$ cat config.mk
export PLATFORM = sky130hd
export DESIGN_NAME = cam_lookup
export DESIGN_NICKNAME = d
export VERILOG_FILES = /design/src/rtl/cam_pkg.sv /design/src/rtl/cam_tag_array.sv /design/src/rtl/cam_prio_sel.sv /design/src/rtl/cam_data_ram.sv /design/src/rtl/cam_lookup.sv
export SDC_FILE = /design/constraint.sdc
export NUM_CORES = 1
export LEC_CHECK = 0
export CORE_MARGIN = 5
export CORE_UTILIZATION = 49
export DETAILED_ROUTE_END_ITERATION = 12
export PLACE_DENSITY = 0.75
export SLEW_MARGIN = 15
export SYNTH_ARGS = -nofsm -noshare
export SYNTH_HDL_FRONTEND = slang
export SYNTH_SLANG_ARGS = --single-unit
$ cat constraint.sdc
create_clock -name clk -period 1.5 [get_ports clk]
set_input_delay 0.225 -clock clk [delete_from_list [all_inputs] [get_ports clk]]
set_output_delay 0.225 -clock clk [all_outputs]
set_load 0.01 [all_outputs]
$ cat src/rtl/cam_pkg.sv
package cam_pkg;

    typedef enum logic [1:0] {
        HIT_NONE  = 2'd0,
        HIT_ONE   = 2'd1,
        HIT_MULTI = 2'd2
    } hit_kind_e;

endpackage

$ cat src/rtl/cam_tag_array.sv
module cam_tag_array #(
    parameter int ENTRIES = 4,
    parameter int KEY_W   = 4,
    parameter int ADDR_W  = 2
) (
    input  logic               clk,
    input  logic               rst_n,
    input  logic               wr_en,
    input  logic [ADDR_W-1:0]  addr,
    input  logic [KEY_W-1:0]   wr_key,
    input  logic [KEY_W-1:0]   search_key,
    output logic [KEY_W-1:0]   rd_key,
    output logic [ENTRIES-1:0] match_raw
);

    typedef struct packed {
        logic [ENTRIES-1:0][KEY_W-1:0] tag;
        logic [ENTRIES-1:0]            vld;
    } tag_state_t;

    tag_state_t st_d, st_q;

    always_comb begin
        st_d = st_q;
        if (wr_en) begin
            st_d.tag[addr] = wr_key;
            st_d.vld[addr] = 1'b1;
        end
    end

    always_ff @(posedge clk or negedge rst_n) begin
        if (!rst_n) st_q <= '0;
        else        st_q <= st_d;
    end

    assign rd_key = st_q.tag[addr];

    // One comparator per entry; an invalid entry is masked off its line.
    for (genvar g = 0; g < ENTRIES; g++) begin : g_cmp
        assign match_raw[g] = st_q.vld[g] && (st_q.tag[g] == search_key);
    end

endmodule

$ cat src/rtl/cam_prio_sel.sv
module cam_prio_sel
    import cam_pkg::*;
#(
    parameter int ENTRIES = 4
) (
    input  logic [ENTRIES-1:0] match_raw,
    output logic [ENTRIES-1:0] word_sel,
    output hit_kind_e          hit_kind
);

    logic taken;

    always_comb begin
        word_sel = '0;
        taken    = 1'b0;
        for (int i = 0; i < ENTRIES; i++) begin
            if (match_raw[i] && !taken) begin
                word_sel[i] = 1'b1;
                taken       = 1'b1;
            end
        end
    end

    always_comb begin
        if (match_raw == '0)
            hit_kind = HIT_NONE;
        else if ((match_raw & (match_raw - ENTRIES'(1))) != '0)
            hit_kind = HIT_MULTI;
        else
            hit_kind = HIT_ONE;
    end

endmodule

$ cat src/rtl/cam_data_ram.sv
module cam_data_ram #(
    parameter int ENTRIES = 4,
    parameter int DATA_W  = 8,
    parameter int ADDR_W  = 2
) (
    input  logic               clk,
    input  logic               rst_n,
    input  logic               wr_en,
    input  logic [ADDR_W-1:0]  addr,
    input  logic [DATA_W-1:0]  wr_data,
    input  logic [ENTRIES-1:0] word_sel,
    output logic [DATA_W-1:0]  rd_data,
    output logic [DATA_W-1:0]  sel_data
);

    logic [ENTRIES-1:0][DATA_W-1:0] mem_d, mem_q;

    always_comb begin
        mem_d = mem_q;
        if (wr_en) mem_d[addr] = wr_data;
    end

    always_ff @(posedge clk or negedge rst_n) begin
        if (!rst_n) mem_q <= '0;
        else        mem_q <= mem_d;
    end

    assign rd_data = mem_q[addr];

    // Word selects drive an AND-OR read; all-zero selects give zero.
    always_comb begin
        sel_data = '0;
        for (int i = 0; i < ENTRIES; i++) begin
            sel_data = sel_data | (mem_q[i] & {DATA_W{word_sel[i]}});
        end
    end

endmodule

$ cat src/rtl/cam_lookup.sv
module cam_lookup
    import cam_pkg::*;
#(
    parameter int ENTRIES = 4,
    parameter int KEY_W   = 4,
    parameter int DATA_W  = 8,
    localparam int ADDR_W = (ENTRIES > 1) ? $clog2(ENTRIES) : 1
) (
    input  logic               clk,
    input  logic               rst_n,
    input  logic               wr_en,
    input  logic [ADDR_W-1:0]  addr,
    input  logic [KEY_W-1:0]   wr_key,
    input  logic [DATA_W-1:0]  wr_data,
    input  logic               rd_en,
    input  logic               search_en,
    input  logic [KEY_W-1:0]   search_key,
    output logic               rd_valid,
    output logic [KEY_W-1:0]   rd_key,
    output logic [DATA_W-1:0]  rd_data,
    output logic               result_valid,
    output logic [ENTRIES-1:0] match,
    output logic               miss,
    output logic               multi_hit,
    output logic [DATA_W-1:0]  lookup_data
);

    typedef struct packed {
        logic               rd_vld;
        logic [KEY_W-1:0]   rd_key;
        logic [DATA_W-1:0]  rd_data;
        logic               res_vld;
        logic [ENTRIES-1:0] match;
        logic               miss;
        logic               multi;
        logic [DATA_W-1:0]  lookup;
    } out_state_t;

    out_state_t o_d, o_q;

    logic [KEY_W-1:0]   tag_rd;
    logic [DATA_W-1:0]  val_rd;
    logic [DATA_W-1:0]  val_sel;
    logic [ENTRIES-1:0] match_raw;
    logic [ENTRIES-1:0] word_sel;
    hit_kind_e          hit_kind;

    cam_tag_array #(
        .ENTRIES(ENTRIES), .KEY_W(KEY_W), .ADDR_W(ADDR_W)
    ) u_tags (
        .clk        (clk),
        .rst_n      (rst_n),
        .wr_en      (wr_en),
        .addr       (addr),
        .wr_key     (wr_key),
        .search_key (search_key),
        .rd_key     (tag_rd),
        .match_raw  (match_raw)
    );

    cam_prio_sel #(
        .ENTRIES(ENTRIES)
    ) u_prio (
        .match_raw (match_raw),
        .word_sel  (word_sel),
        .hit_kind  (hit_kind)
    );

    cam_data_ram #(
        .ENTRIES(ENTRIES), .DATA_W(DATA_W), .ADDR_W(ADDR_W)
    ) u_data (
        .clk      (clk),
        .rst_n    (rst_n),
        .wr_en    (wr_en),
        .addr     (addr),
        .wr_data  (wr_data),
        .word_sel (word_sel),
        .rd_data  (val_rd),
        .sel_data (val_sel)
    );

    always_comb begin
        o_d         = o_q;
        o_d.rd_vld  = rd_en;
        o_d.res_vld = search_en;
        if (rd_en) begin
            o_d.rd_key  = tag_rd;
            o_d.rd_data = val_rd;
        end
        if (search_en) begin
            o_d.match  = match_raw;
            o_d.miss   = (hit_kind == HIT_NONE);
            o_d.multi  = (hit_kind == HIT_MULTI);
            o_d.lookup = val_sel;
        end
    end

    always_ff @(posedge clk or negedge rst_n) begin
        if (!rst_n) o_q <= '0;
        else        o_q <= o_d;
    end

    assign rd_valid     = o_q.rd_vld;
    assign rd_key       = o_q.rd_key;
    assign rd_data      = o_q.rd_data;
    assign result_valid = o_q.res_vld;
    assign match        = o_q.match;
    assign miss         = o_q.miss;
    assign multi_hit    = o_q.multi;
    assign lookup_data  = o_q.lookup;

endmodule

======== Word level (Yosys, flattened, before mapping) ========
Cells that the tools add are included.
cells by class
  reduce and logical (&&, ||, !) cells .... 14
  add/sub/neg operators ................... 1
  bitwise logic cells ..................... 9
  $lt $le $gt $ge ......................... 2
  equality and inequality tests ........... 5
  multiplexer cells ....................... 20
operator list
  cell                   number
  $and A8 B8 Y8          4
  $bwmux W32             1
  $or A8 B8 Y8           3
  $bmux W8 S2            1
  $bwmux W16             1
  $demux W8 S2           1
  $eq A4 B4 Y1           4
  $mux W8                2
  $bmux W4 S2            1
  $demux W4 S2           1
  $logic_and A1 B1 Y1    8
  $mux W4                2
  $mux W1                7
  $and A4 B4 Y4          1
  $logic_not A4 Y1       1
  $mux W2                2
  $or A4 B4 Y4           1
  $reduce_bool A4 Y1     1
  $sub A4 B1 Y4 const B  1
  $logic_not A1 Y1       3
  $lt A2 B3 Y1 const B   1
  $demux W1 S2           1
  $eq A2 B2 Y1 const B   1
  $ge A2 B1 Y1 const B   1
  $logic_not A2 Y1       1
word-level totals
  register bits ........................... 80
  output and inout bits ................... 28

======== Longest topological paths before layout ========
Gate-level depths: netlist of run 1.
  depth in word-level cells ............... 14
  gate-level depth with buffers ........... 7
  depth with buffers taken out ............ 6

======== By module ========
Synthesis of run 1 repeated with hierarchy kept, for this count alone.
unflattened totals
  cells, all modules ...................... 257
  area, all modules ....................... 3791.1 um2
by module, submodules not included
  module         sequential area each (um2)  area an instance (um2)  cells each  instances
  cam_data_ram   800.8                       1591.5                  106         1
  cam_lookup     700.7                       1071.0                  60          1
  cam_tag_array  500.5                       1043.5                  79          1
  cam_prio_sel   0.0                         85.1                    12          1

======== Worst setup path before layout of run 1 ========
OpenSTA, ideal clock, no wires.
  path kind ............................... flip-flop to flip-flop
  start point ............................. register u_tags.st_q[10] in the netlist's numbering
  end point ............................... register o_q, in the netlist lookup_data[0]
  stages on the path, launching flop included .. 7
  arrival ................................. 1485 ps
  period minus slack after synthesis ...... 1610 ps
  required time ........................... 1374 ps
  slack ................................... -110 ps
  setup time .............................. 126 ps
  path through ............................ dfrtp_1 > xor2_1 > nor4_4 > nor2b_2 > buf_6 > a221oi_2 > o21ai_1
between the ends
  cells in the longest elaborated chain, start to end .. 12
ends and longest elaborated chain
  item                      RTL line             text
  start: declaration        cam_tag_array.sv:21  tag_state_t st_d, st_q;
  start signal: assignment  cam_tag_array.sv:33  else st_q <= st_d;
  $eq A4 B4 Y1 (*)          cam_tag_array.sv:40  assign match_raw[g] = st_q.vld[g] && (st_q.tag[g] == search_key);
  $logic_and A1 B1 Y1 (*)   cam_tag_array.sv:40
  $logic_and A1 B1 Y1 (*)   cam_prio_sel.sv:17   if (match_raw[i] && !taken) begin
  $mux W1                   cam_prio_sel.sv:17
  $logic_not A1 Y1          cam_prio_sel.sv:17
  $logic_and A1 B1 Y1       cam_prio_sel.sv:17
  $mux W1                   cam_prio_sel.sv:17
  $logic_not A1 Y1          cam_prio_sel.sv:17
  $logic_and A1 B1 Y1       cam_prio_sel.sv:17
  $mux W1                   cam_prio_sel.sv:17
  $and A8 B8 Y8             cam_data_ram.sv:34   sel_data = sel_data | (mem_q[i] & {DATA_W{word_sel[i]}});
  $or A8 B8 Y8 (*)          cam_data_ram.sv:34
  end signal: assignment    cam_lookup.sv:99     if (!rst_n) o_q <= '0;
  end signal: assignment    cam_lookup.sv:100    else o_q <= o_d;
  end: declaration          cam_lookup.sv:39     out_state_t o_d, o_q;
Mark *: on every way between the ends. The rest lies on a longest branch, timed or not.
A chain may end at the register's enable or synchronous reset.

======== Worst setup path after layout of run 1 ========
  start point ............................. register u_tags.st_q[17] in the netlist's numbering
  end point ............................... register o_q, in the netlist lookup_data[0]
between the ends
  cells in the longest elaborated chain, start to end .. 6
ends and longest elaborated chain
  item                 RTL line
  $eq A4 B4 Y1         cam_tag_array.sv:40
  $logic_and A1 B1 Y1  cam_tag_array.sv:40
  $logic_and A1 B1 Y1  cam_prio_sel.sv:17
  $mux W1              cam_prio_sel.sv:17
  $and A8 B8 Y8        cam_data_ram.sv:34
  $or A8 B8 Y8         cam_data_ram.sv:34
No other way between the ends.

==> flow_metrics.py, run 1 <==
metrics = {
    "min_path": {
        "min_path_type": "primary input to async pin",
    },
    "synth": {
        "yosys.area.top_type": "dfrtp_1",
        "syn_nets": 277,
        "yosysWarnings": 0,
        "ys_top_cells_by_area": "dfrtp_1 53%, mux2_2 19%, mux4_2 7.2%, a221oi_2 3.2%, xor2_1 2.6%",
        "syn_area_um2": 3751,
        "synthArstFlopShare_pct": 100.0,
        "synth_cells": 254,
        "synthFlopType": "dfrtp_1",
        "ys_seq_elements": 80,
        "synth_edf_count": 0,
        "synth_top_area_share_pct": 53.37,
        "post_synth.cell_area_avg_um2": 14.77,
        "synth_cell_types": 36,
        "seq_area_frac_synth_pct": 53.37,
    },
    "timing": {
        "finalSetupViolations": 10,
        "slew_headroom_pct": 71.29,
        "finalHoldViolations": 0,
        "drv_slew": 0,
        "rsz0062_at_grt": "true",
        "skew_ps": 10.92,
        "fin_crit_sh_pct": 111.1,
        "fin_crit_ps": 1667,
        "fmax_ghz": 0.6000,
        "fin_ws_ps": -166.6,
        "worstMarginPinSlew_ps": 430.7,
    },
    "setup_path": {
        "critical_path.startpoint_type": "flip-flop",
        "crit_slowest_cell": "dfrtp_1",
        "path_max_fanout": 3,
        "cp.depth": 7,
        "cp_cell_sequence": "xor2_1, nor3_2, nand4_1, nor4_4, buf_4, a21oi_2, o21ai_1",
        "crit_type": "flip-flop to flip-flop",
        "worst_r2r_startpoint": "u_tags.st_q[17]$_DFFE_PN0P_",
        "crit_family": "simple AND/OR/NAND/NOR gates",
        "cp.buffers_inverters": 1,
        "end_kind": "flip-flop",
        "max_stage_delay_ps": 410,
        "crit_required_ps": 1780,
        "cp.arrival_ps": 1940,
        "r2r_cells": 7,
        "crit_end": "lookup_data[0]$_DFFE_PN0P_",
        "critical_path.startpoint": "u_tags.st_q[17]$_DFFE_PN0P_",
        "r2r_setup_slack_ps": -170,
        "worstReg2RegEnd": "lookup_data[0]$_DFFE_PN0P_",
    },
    "clock_tree": {
        "clkLatencyLatePin_ps": 350,
        "cts_root_buf": "clkbuf_8",
        "htreeDepth": 3,
        "cts.sinks": 80,
        "clock_path_buffers": 2,
        "cts_tree": "yes",
        "cts_made_buffers": 9,
        "path_clk_slew_ps": 80,
    },
    "routing": {
        "wire_per_inst_um": 19.35,
        "wl_um": 8611,
        "drt-pass1-iter-count": 4,
        "drt_iter0_markers": 105,
        "drt-vias-per-instance": 5.611,
        "route.detailed.drc": 0,
        "ant_nets": 0,
        "num_vias": 2497,
    },
    "finish": {
        "antenna_cells": 0,
        "syn_to_final_growth_pct": 34.39,
        "nets": 361,
        "stdcell_count": 445,
        "drive_above_1_share_pct": 47.52,
        "fin_util_pct": 66.27,
    },
    "power_and_ir_drop": {
        "leakage_nw": 2.322,
        "power_density_nw_per_um2": 1274,
        "ir_drop_mv": 0.8860,
    },
    "floorplanning": {
        "start_util_pct": 49.31,
        "rows": 32,
        "die-height_um": 97.50,
        "core_area_um2": 7607,
        "io_pins": 51,
        "die_w_um": 97.50,
        "dieArea_um2": 9505,
    },
    "global_routing": {
        "antenna_found_initial": 0,
        "grtUsageTotal_pct": 18.56,
        "first_global_vias": 2593,
        "grt_max_degree": 81,
        "overflow": 0,
        "grt_pass1_wl_um": 13730,
    },
    "flow_run": {
        "maxCapViolCount": 0,
    },
    "placement": {
        "place.detailed.hpwl_um": 5773,
        "portBuffers": 50,
        "dp.cells": 426,
        "place.gp.congestion": 0.8103,
    },
    "status": {
        "violations": "setup timing",
        "status": "complete, but fails checks",
    },
}
-- placed cells by master (no fill, tap or decap), types with 4 or more instances in the layout --
cell | netlist | layout
dlymetal6s2s_1 | 0 | 18
clkdlybuf4s50_1 | 0 | 24
mux4_2 | 12 | 12
dfrtp_1 | 80 | 80
xor2_1 | 11 | 8
buf_12 | 0 | 5
and2b_1 | 7 | 7
a21oi_2 | 0 | 7
o21ai_1 | 8 | 7
nor4_4 | 3 | 4
clkbuf_8 | 1 | 10
a221oi_2 | 8 | 8
mux2_2 | 64 | 64
dlygate4sd2_1 | 0 | 7
o21ai_0 | 9 | 9
buf_4 | 1 | 27
xnor2_1 | 5 | 5
-- Yosys cell counts (2+ instances only) --
cell type   n
nand2b_1    3
clkbuf_1    3
mux4_2     12
o21ai_1     8
nor4_4      3
nand4_1     2
xnor2_1     5
mux2_2     64
xor2_1     11
nand2_1     3
a221oi_2    8
buf_2       5
buf_6       2
inv_1       2
a21oi_1     8
nand3b_1    2
and2b_1     7
o21ai_0     9
dfrtp_1    80
-- worst min-delay path, stage by stage --
cell,delay (ps)
dlygate4sd3_1,530
buf_4,110
buf_12,330
-- sequential cells by signal, indices dropped and copies added, names as in the netlist --
register,cells
u_data.mem_q,32
u_tags.st_q,20
lookup_data,8
rd_data,8
match,4
rd_key,4
miss,1
multi_hit,1
rd_valid,1
result_valid,1
-- layer usage --
| layer | GRT usage [%] | part of all wire [%] |
|---|---|---|
| met2 | 30.36 | 51 |
| met1 | 24.09 | 42 |
| met5 | 0 | 0 |
| met4 | 7.561 | 1.9 |
| met3 | 3.877 | 4.8 |
-- worst min path at each step --
stage | from | to | slack (ps) | cells past startpoint
after floorplan | rst_n | lookup_data[0]$_DFFE_PN0P_ | -70 | 0
after global placement | rst_n | u_data.mem_q[24]$_DFFE_PN0P_ | 290 | 2
after detailed placement | rst_n | u_data.mem_q[16]$_DFFE_PN0P_ | 280 | 2
after CTS | rst_n | u_data.mem_q[2]$_DFFE_PN0P_ | 440 | 3
after global routing | rst_n | rd_data[0]$_DFFE_PN0P_ | 450 | 3
final | rst_n | rd_data[0]$_DFFE_PN0P_ | 430 | 3
-- kinds of logic after synthesis --
logic type | after synthesis | share of synthesized area [%]
buffers and inverters | 16 | 2.835
multiplexers | 76 | 26.42
AO/OA/AOI/OAI | 36 | 7.172
AND/OR/NAND/NOR | 30 | 6.471
XOR/XNOR | 16 | 3.736
flip-flops | 80 | 53.37
-- report_power, final --
| part | switching [mW] | internal, mW | leakage, nW |
|---|---|---|---|
| clock network | 0.808 | 0.991 | 0.117 |
| registers | 0.317 | 2.58 | 0.956 |
| logic | 0.695 | 1.03 | 1.25 |
| total | 1.82 | 4.60 | 2.32 |
-- through the flow --
| step | setup WS (ps) | hold WS (ps) | setup TNS (ps) | cell area (µm²) | total power [mW] |
|---|---|---|---|---|---|
| 2_1_floorplan | -110.4 | -70.59 | -1059 | 3756 | 3.793 |
| 3_5_place_dp | -733.2 | 284.4 | -21930 | 4601 | 4.611 |
| 4_1_cts | -224.3 | 441.5 | -2037 | 4915 | 6.438 |
| 5_1_grt | -275.0 | 454.5 | -2348 | 5041 | 6.752 |
| 6_report | -166.6 | 425.8 | -1401 | 5041 | 6.421 |
| 3_3_place_gp | -632.3 | 286.8 | -20350 | 4601 | 4.543 |
-- final cells by class --
type | instances | area [µm²]
well taps | 102 | 127.6
fillers | 559 | 2566
multi-input cells | 158 | 1754
repair buffers | 87 | 920.9
inverters | 2 | 7.507
flip-flops and latches | 80 | 2002
clock inverters | 6 | 91.34
clock buffers | 10 | 137.6
-- what timing repair did --
action,in CTS,in global routing
gates resized for setup,18,33
hold endpoints to repair,80,0
pin swaps,13,6
setup buffers,1,0
hold buffers,1,0
setup endpoints to repair,17,26
gates cloned,1,0
Note: power is estimated with default switching activity, not from simulation.
==> inputs of run 2 (changes only) <==
SKIP_CTS_REPAIR_TIMING = 1   (was default)
==> flow_metrics.py, run 2 (synthesis results as in run 1) <==
metrics = {
    "clock_tree": {
        "cts_tree": "yes",
        "clkLatencyLatePin_ps": 350,
        "path_clk_slew_ps": 80,
        "htreeDepth": 3,
        "cts_root_buf": "clkbuf_8",
        "cts_made_buffers": 9,
        "clock_path_buffers": 2,
        "cts.sinks": 80,
    },
    "timing": {
        "fin_crit_sh_pct": 114.1,
        "drv_slew": 0,
        "finalSetupViolations": 11,
        "tns_ps": -1806,
        "worstMarginPinSlew_ps": 423.0,
        "finalHoldViolations": 0,
        "fin_ws_ps": -211.1,
        "fin_crit_ps": 1711,
        "rsz0062_at_grt": "true",
        "slew_headroom_pct": 71.80,
        "skew_ps": 10.65,
        "fmax_ghz": 0.5844,
    },
    "routing": {
        "wire_per_inst_um": 18.99,
        "drt_iter0_markers": 83,
        "m1WireLength_um": 3786,
        "top_layer": "met4",
        "wl_met2_um": 4253,
        "drt-pass1-iter-count": 4,
        "drt-vias-per-instance": 5.496,
        "wl_met3_um": 255,
        "route.detailed.drc": 0,
        "ant_nets": 0,
        "num_vias": 2451,
        "wl_um": 8468,
    },
    "floorplanning": {
        "die_w_um": 97.50,
        "start_util_pct": 49.31,
        "die-height_um": 97.50,
        "rows": 32,
        "io_pins": 51,
        "core_area_um2": 7607,
        "dieArea_um2": 9505,
    },
    "finish": {
        "layout_commonest_cell": "dfrtp_1",
        "fillCellCount": 556,
        "fin_util_pct": 65.89,
        "drive_above_1_share_pct": 45.64,
        "fin_area_um2": 5012,
        "largest_reg_flops": 32,
        "syn_to_final_growth_pct": 33.62,
        "reg_top3": "u_data.mem_q: 32 flops, u_tags.st_q: 20 flops",
        "largest_register": "u_data.mem_q",
        "antenna_cells": 0,
        "nets": 362,
        "final_cell_mix": "80 x dfrtp_1, 63 x mux2_2, 29 x buf_4",
    },
    "setup_path": {
        "end_kind": "flip-flop",
        "critical_path.startpoint_type": "flip-flop",
        "max_stage_delay_ps": 410,
        "path_max_fanout": 4,
        "crit_required_ps": 1740,
        "cp.arrival_ps": 1950,
        "crit_slowest_cell": "dfrtp_1",
        "crit_type": "flip-flop to flip-flop",
        "cp_cell_sequence": "xnor2_1, nand2_1, nor4_4, buf_6, nor4_4, buf_4, a21oi_1, o21ai_1",
        "critPathMostFrequentCell": "nor4_4",
    },
    "flow_run": {
        "maxCapViolCount": 0,
    },
    "status": {
        "violations": "setup timing",
        "status": "complete, but fails checks",
    },
    "placement": {
        "place.gp.congestion": 0.8103,
        "post-place-ws_ps": -733.2,
        "place.detailed.hpwl_um": 5773,
        "place_area_um2": 4601,
        "portBuffers": 50,
    },
    "power_and_ir_drop": {
        "leakage_nw": 2.370,
        "ir_drop_mv": 0.8594,
        "power_density_nw_per_um2": 1280,
    },
    "global_routing": {
        "antenna_found_initial": 0,
        "overflow": 0,
        "first_global_vias": 2575,
        "grtUsageTotal_pct": 18.23,
        "grt_max_degree": 81,
        "grt_pass1_wl_um": 13560,
    },
    "min_path": {
        "min_path_type": "primary input to async pin",
    },
}
-- run 2: changes by cell type in the layout (fill, tap and decap cells not counted), moves of 2 or more --
cell and delta:
xor2_1 +3, dlymetal6s2s_1 +4, buf_4 +2, clkdlybuf4s50_1 +3, dlygate4sd2_1 -7, xor2_2 -3
-- run 2: area by class of cell --
| cell class | count | area (µm²) | area share, % |
|---|---|---|---|
| Multi-Input combinational cell | 158 | 1714 | 34.20 |
| Inverter | 2 | 7.507 | 0.1498 |
| Tap cell | 102 | 127.6 | 2.546 |
| Timing Repair Buffer | 88 | 932.1 | 18.60 |
| Clock inverter | 6 | 91.34 | 1.822 |
| Sequential cell | 80 | 2002 | 39.94 |
| Clock buffer | 10 | 137.6 | 2.746 |
-- run 2: final timing paths --
check                      depth (start not counted)                       start  slack [ps]                           to
min in group clk                                   1  u_tags.st_q[2]$_DFFE_PN0P_         480   u_tags.st_q[2]$_DFFE_PN0P_
max                                                8  u_tags.st_q[9]$_DFFE_PN0P_        -210   lookup_data[1]$_DFFE_PN0P_
max in group asynchronous                          3                       rst_n         740  u_tags.st_q[14]$_DFFE_PN0P_
min reg2reg                                        1  u_tags.st_q[2]$_DFFE_PN0P_         480   u_tags.st_q[2]$_DFFE_PN0P_
max reg2reg                                        8  u_tags.st_q[9]$_DFFE_PN0P_        -210   lookup_data[1]$_DFFE_PN0P_
min                                                3                       rst_n         430         match[2]$_DFFE_PN0P_
-- run 2: worst max-delay path: cells and delay by family, from the launching register on --
| family | cells | cell delay (ps) |
|---|---|---|
| simple gates | 3 | 510 |
| flops | 1 | 410 |
| buf+inv | 2 | 320 |
| compound gates | 2 | 200 |
| xor+xnor | 1 | 140 |
-- run 2: layer usage --
metal  up-vias  track usage, %
met1      1269           24.04
met5         -               0
met4         0           7.561
met2        52           29.41
met3        16           3.733
li1       1114               -
-- run 2: per-stage QoR --
| stage | hold slack [ps] | instances | total power [mW] |
|---|---|---|---|
| floorplan | -70.59 | 254 | 3.793 |
| global placement | 286.8 | 426 | 4.543 |
| detailed placement | 284.4 | 426 | 4.611 |
| CTS | -98.83 | 442 | 6.406 |
| global route | 473.8 | 446 | 6.726 |
| finish | 426.0 | 446 | 6.417 |
-- run 2: power by group --
group | total [mW] | switching, mW | internal [mW]
logic | 1.72 | 0.686 | 1.03
clock network | 1.81 | 0.815 | 0.992
registers | 2.89 | 0.313 | 2.58
==> inputs of run 3 (changes only) <==
SYNTH_HIERARCHICAL = 1   (was default)
==> flow_metrics.py, run 3 <==
metrics = {
    "routing": {
        "drt_iter0_markers": 84,
        "top_layer": "met4",
        "wl_um": 8999,
        "num_vias": 2592,
        "ant_nets": 0,
        "drt-vias-per-instance": 5.635,
        "drt-pass1-iter-count": 4,
        "wl_met3_um": 432,
        "wl_met2_um": 4386,
        "m1WireLength_um": 4018,
        "route.detailed.drc": 0,
        "wire_per_inst_um": 19.56,
    },
    "status": {
        "status": "complete, but fails checks",
        "violations": "setup timing",
    },
    "setup_path": {
        "path_max_fanout": 8,
        "cp_cell_sequence": "xor2_1, nor4_4, buf_4, nor2_4, and2_4, a22oi_2, nand2_1, mux2_4",
        "max_stage_delay_ps": 420,
        "cp.depth": 8,
        "r2r_cells": 8,
        "crit_slowest_cell": "dfrtp_1",
        "cp.buffers_inverters": 1,
        "crit_required_ps": 1730,
        "crit_family": "simple AND/OR/NAND/NOR gates",
        "end_kind": "flip-flop",
        "crit_type": "flip-flop to flip-flop",
        "critical_path.startpoint_type": "flip-flop",
        "cp.arrival_ps": 2320,
    },
    "timing": {
        "rsz0062_at_grt": "true",
        "fin_crit_sh_pct": 139.6,
        "fmax_ghz": 0.4777,
        "fin_ws_ps": -593.5,
        "skew_ps": 10.09,
        "fin_crit_ps": 2093,
        "finalSetupViolations": 13,
        "slew_headroom_pct": 69.66,
        "worstMarginPinSlew_ps": 453.0,
        "finalHoldViolations": 0,
        "drv_slew": 0,
    },
    "synth": {
        "yosysWarnings": 6,
        "synthFlopType": "dfrtp_1",
        "ys_seq_elements": 80,
        "synth_cell_types": 36,
        "yosys.area.top_type": "dfrtp_1",
        "post_synth.cell_area_avg_um2": 14.75,
        "seq_area_frac_synth_pct": 52.81,
        "synthArstFlopShare_pct": 100.0,
        "syn_area_um2": 3791,
        "synth_common_cells": "80 x dfrtp_1, 64 x mux2_2, 16 x a22oi_1",
        "syn_nets": 280,
        "synth_edf_count": 0,
        "synth_top_area_share_pct": 52.81,
        "synth_most_common_cell": "dfrtp_1",
        "ys_top_cells_by_area": "dfrtp_1 53%, mux2_2 19%, mux4_2 5.3%, a22oi_1 3.2%, mux2_4 3.2%",
        "synth_cells": 257,
    },
    "placement": {
        "place.detailed.hpwl_um": 5948,
        "place.gp.congestion": 0.8718,
        "portBuffers": 50,
        "post-place-ws_ps": -985.5,
        "place_area_um2": 4807,
    },
    "clock_tree": {
        "htreeDepth": 3,
        "cts_made_buffers": 9,
        "path_clk_slew_ps": 80,
        "clkLatencyLatePin_ps": 350,
        "clock_path_buffers": 2,
        "cts_root_buf": "clkbuf_8",
        "cts.sinks": 80,
        "cts_tree": "yes",
    },
    "finish": {
        "reg_top3": "u_data/mem_q: 32 flops, u_tags/st_q: 20 flops",
        "nets": 377,
        "fillCellCount": 533,
        "syn_to_final_growth_pct": 38.38,
        "regArea_um2": 2002,
        "multi_input_area_um2": 1853,
        "largest_reg_flops": 32,
        "fin_area_um2": 5246,
        "fin_util_pct": 68.60,
        "layout_commonest_cell": "dfrtp_1",
        "final_cell_mix": "80 x dfrtp_1, 61 x mux2_2, 34 x buf_4",
        "largest_register": "u_data/mem_q",
        "drive_above_1_share_pct": 48.60,
        "antenna_cells": 0,
    },
    "global_routing": {
        "overflow": 0,
        "grt_pass1_wl_um": 14160,
        "first_global_vias": 2692,
        "grtUsageTotal_pct": 18.61,
        "antenna_found_initial": 0,
        "grt_max_degree": 81,
    },
    "power_and_ir_drop": {
        "p_clk_share_pct": 25.3,
        "power_density_nw_per_um2": 1233,
        "power.switching_mw": 1.808,
        "sw_frac_of_total_pct": 27.95,
        "internal-power_mw": 4.660,
        "ir_drop_mv": 0.7000,
        "combPwrFrac_pct": 30.0,
        "power.total_mw": 6.469,
        "pwr-share-seq_pct": 44.7,
        "leakage_nw": 2.449,
    },
    "floorplanning": {
        "dieArea_um2": 9596,
        "die-height_um": 97.96,
        "io_pins": 51,
        "core_area_um2": 7647,
        "rows": 32,
        "die_w_um": 97.96,
        "start_util_pct": 49.57,
    },
    "min_path": {
        "min_path_type": "primary input to async pin",
    },
    "flow_run": {
        "maxCapViolCount": 0,
    },
}
## run 3: changes by cell type in the layout (fill, tap and decap cells not counted), sizes merged, moves of 5 or more
| cell | delta |
|---|---|
| and2b | -8 |
| mux2 | +8 |
| nand2 | +9 |
| dlymetal6s2s | -5 |
| clkdlybuf4s50 | +5 |
| buf | +10 |
| a21oi | -7 |
| a22oi | +16 |
| a221oi | -8 |
| o21ai | -15 |
## run 3: layout make-up
cell class              instances  area share, %
clock buffers                  12          3.148
multi-input cells             160          35.32
repair buffers                 98          19.82
inverters                       5         0.3577
well taps                     102          2.433
clock inverters                 3         0.7632
flip-flops and latches         80          38.16
## run 3: worst register-to-register path, stage by stage (launching register included)
cell     delay, ps
dfrtp_1        420
xor2_1         200
nor4_4         370
buf_4          230
nor2_4          50
and2_4         190
a22oi_2        190
nand2_1         80
mux2_4         260
## run 3: power groups by stage
stage / Combinational (mW) / Sequential [mW] / Clock (mW)
6_report: 1.94 / 2.89 / 1.63
5_1_grt: 2.07 / 2.95 / 1.75
4_1_cts: 1.83 / 2.89 / 1.67
3_5_place_dp: 1.82 / 2.93 / 0
3_3_place_gp: 1.77 / 2.90 / 0
2_1_floorplan: 0.893 / 2.94 / 0
## run 3: logic make-up after synthesis
kind of cell / Yosys count / share of synthesized area [%]
buffers and inverters: 17 / 3.036
multiplexers: 84 / 29.60
flip-flops: 80 / 52.81
AND/OR/NAND/NOR: 38 / 6.667
XOR/XNOR: 11 / 2.541
AO/OA/AOI/OAI: 27 / 5.347
## run 3: final timing paths
kind | startpoint | end | slack, ps
worst max-delay path | u_tags/st_q[10]$_DFFE_PN0P_ | lookup_data[7]$_DFFE_PN0P_ | -590
worst min-delay path | rst_n | rd_key[2]$_DFFE_PN0P_ | 430
worst max register to register | u_tags/st_q[10]$_DFFE_PN0P_ | lookup_data[7]$_DFFE_PN0P_ | -590
worst min register to register | u_tags/st_q[3]$_DFFE_PN0P_ | u_tags/st_q[3]$_DFFE_PN0P_ | 480
max in group asynchronous | rst_n | lookup_data[7]$_DFFE_PN0P_ | 740
min in group clk | u_tags/st_q[3]$_DFFE_PN0P_ | u_tags/st_q[3]$_DFFE_PN0P_ | 480
## run 3: stage by stage
stage | setup TNS (ps) | hold slack, ps | std cells
after CTS | -6852 | -93.89 | 452
after floorplan | -4740 | -70.59 | 257
final | -5948 | 430.0 | 460
after global routing | -6740 | 501.8 | 460
after detailed placement | -26270 | 287.3 | 437
after global placement | -25060 | 283.9 | 437
## run 3: per-layer routing
layer  vias up  global-route usage [%]
met2        73                   29.11
met4         0                   6.816
met5         -                       0
met3        17                   3.643
li1       1154                       -
met1      1348                   25.93
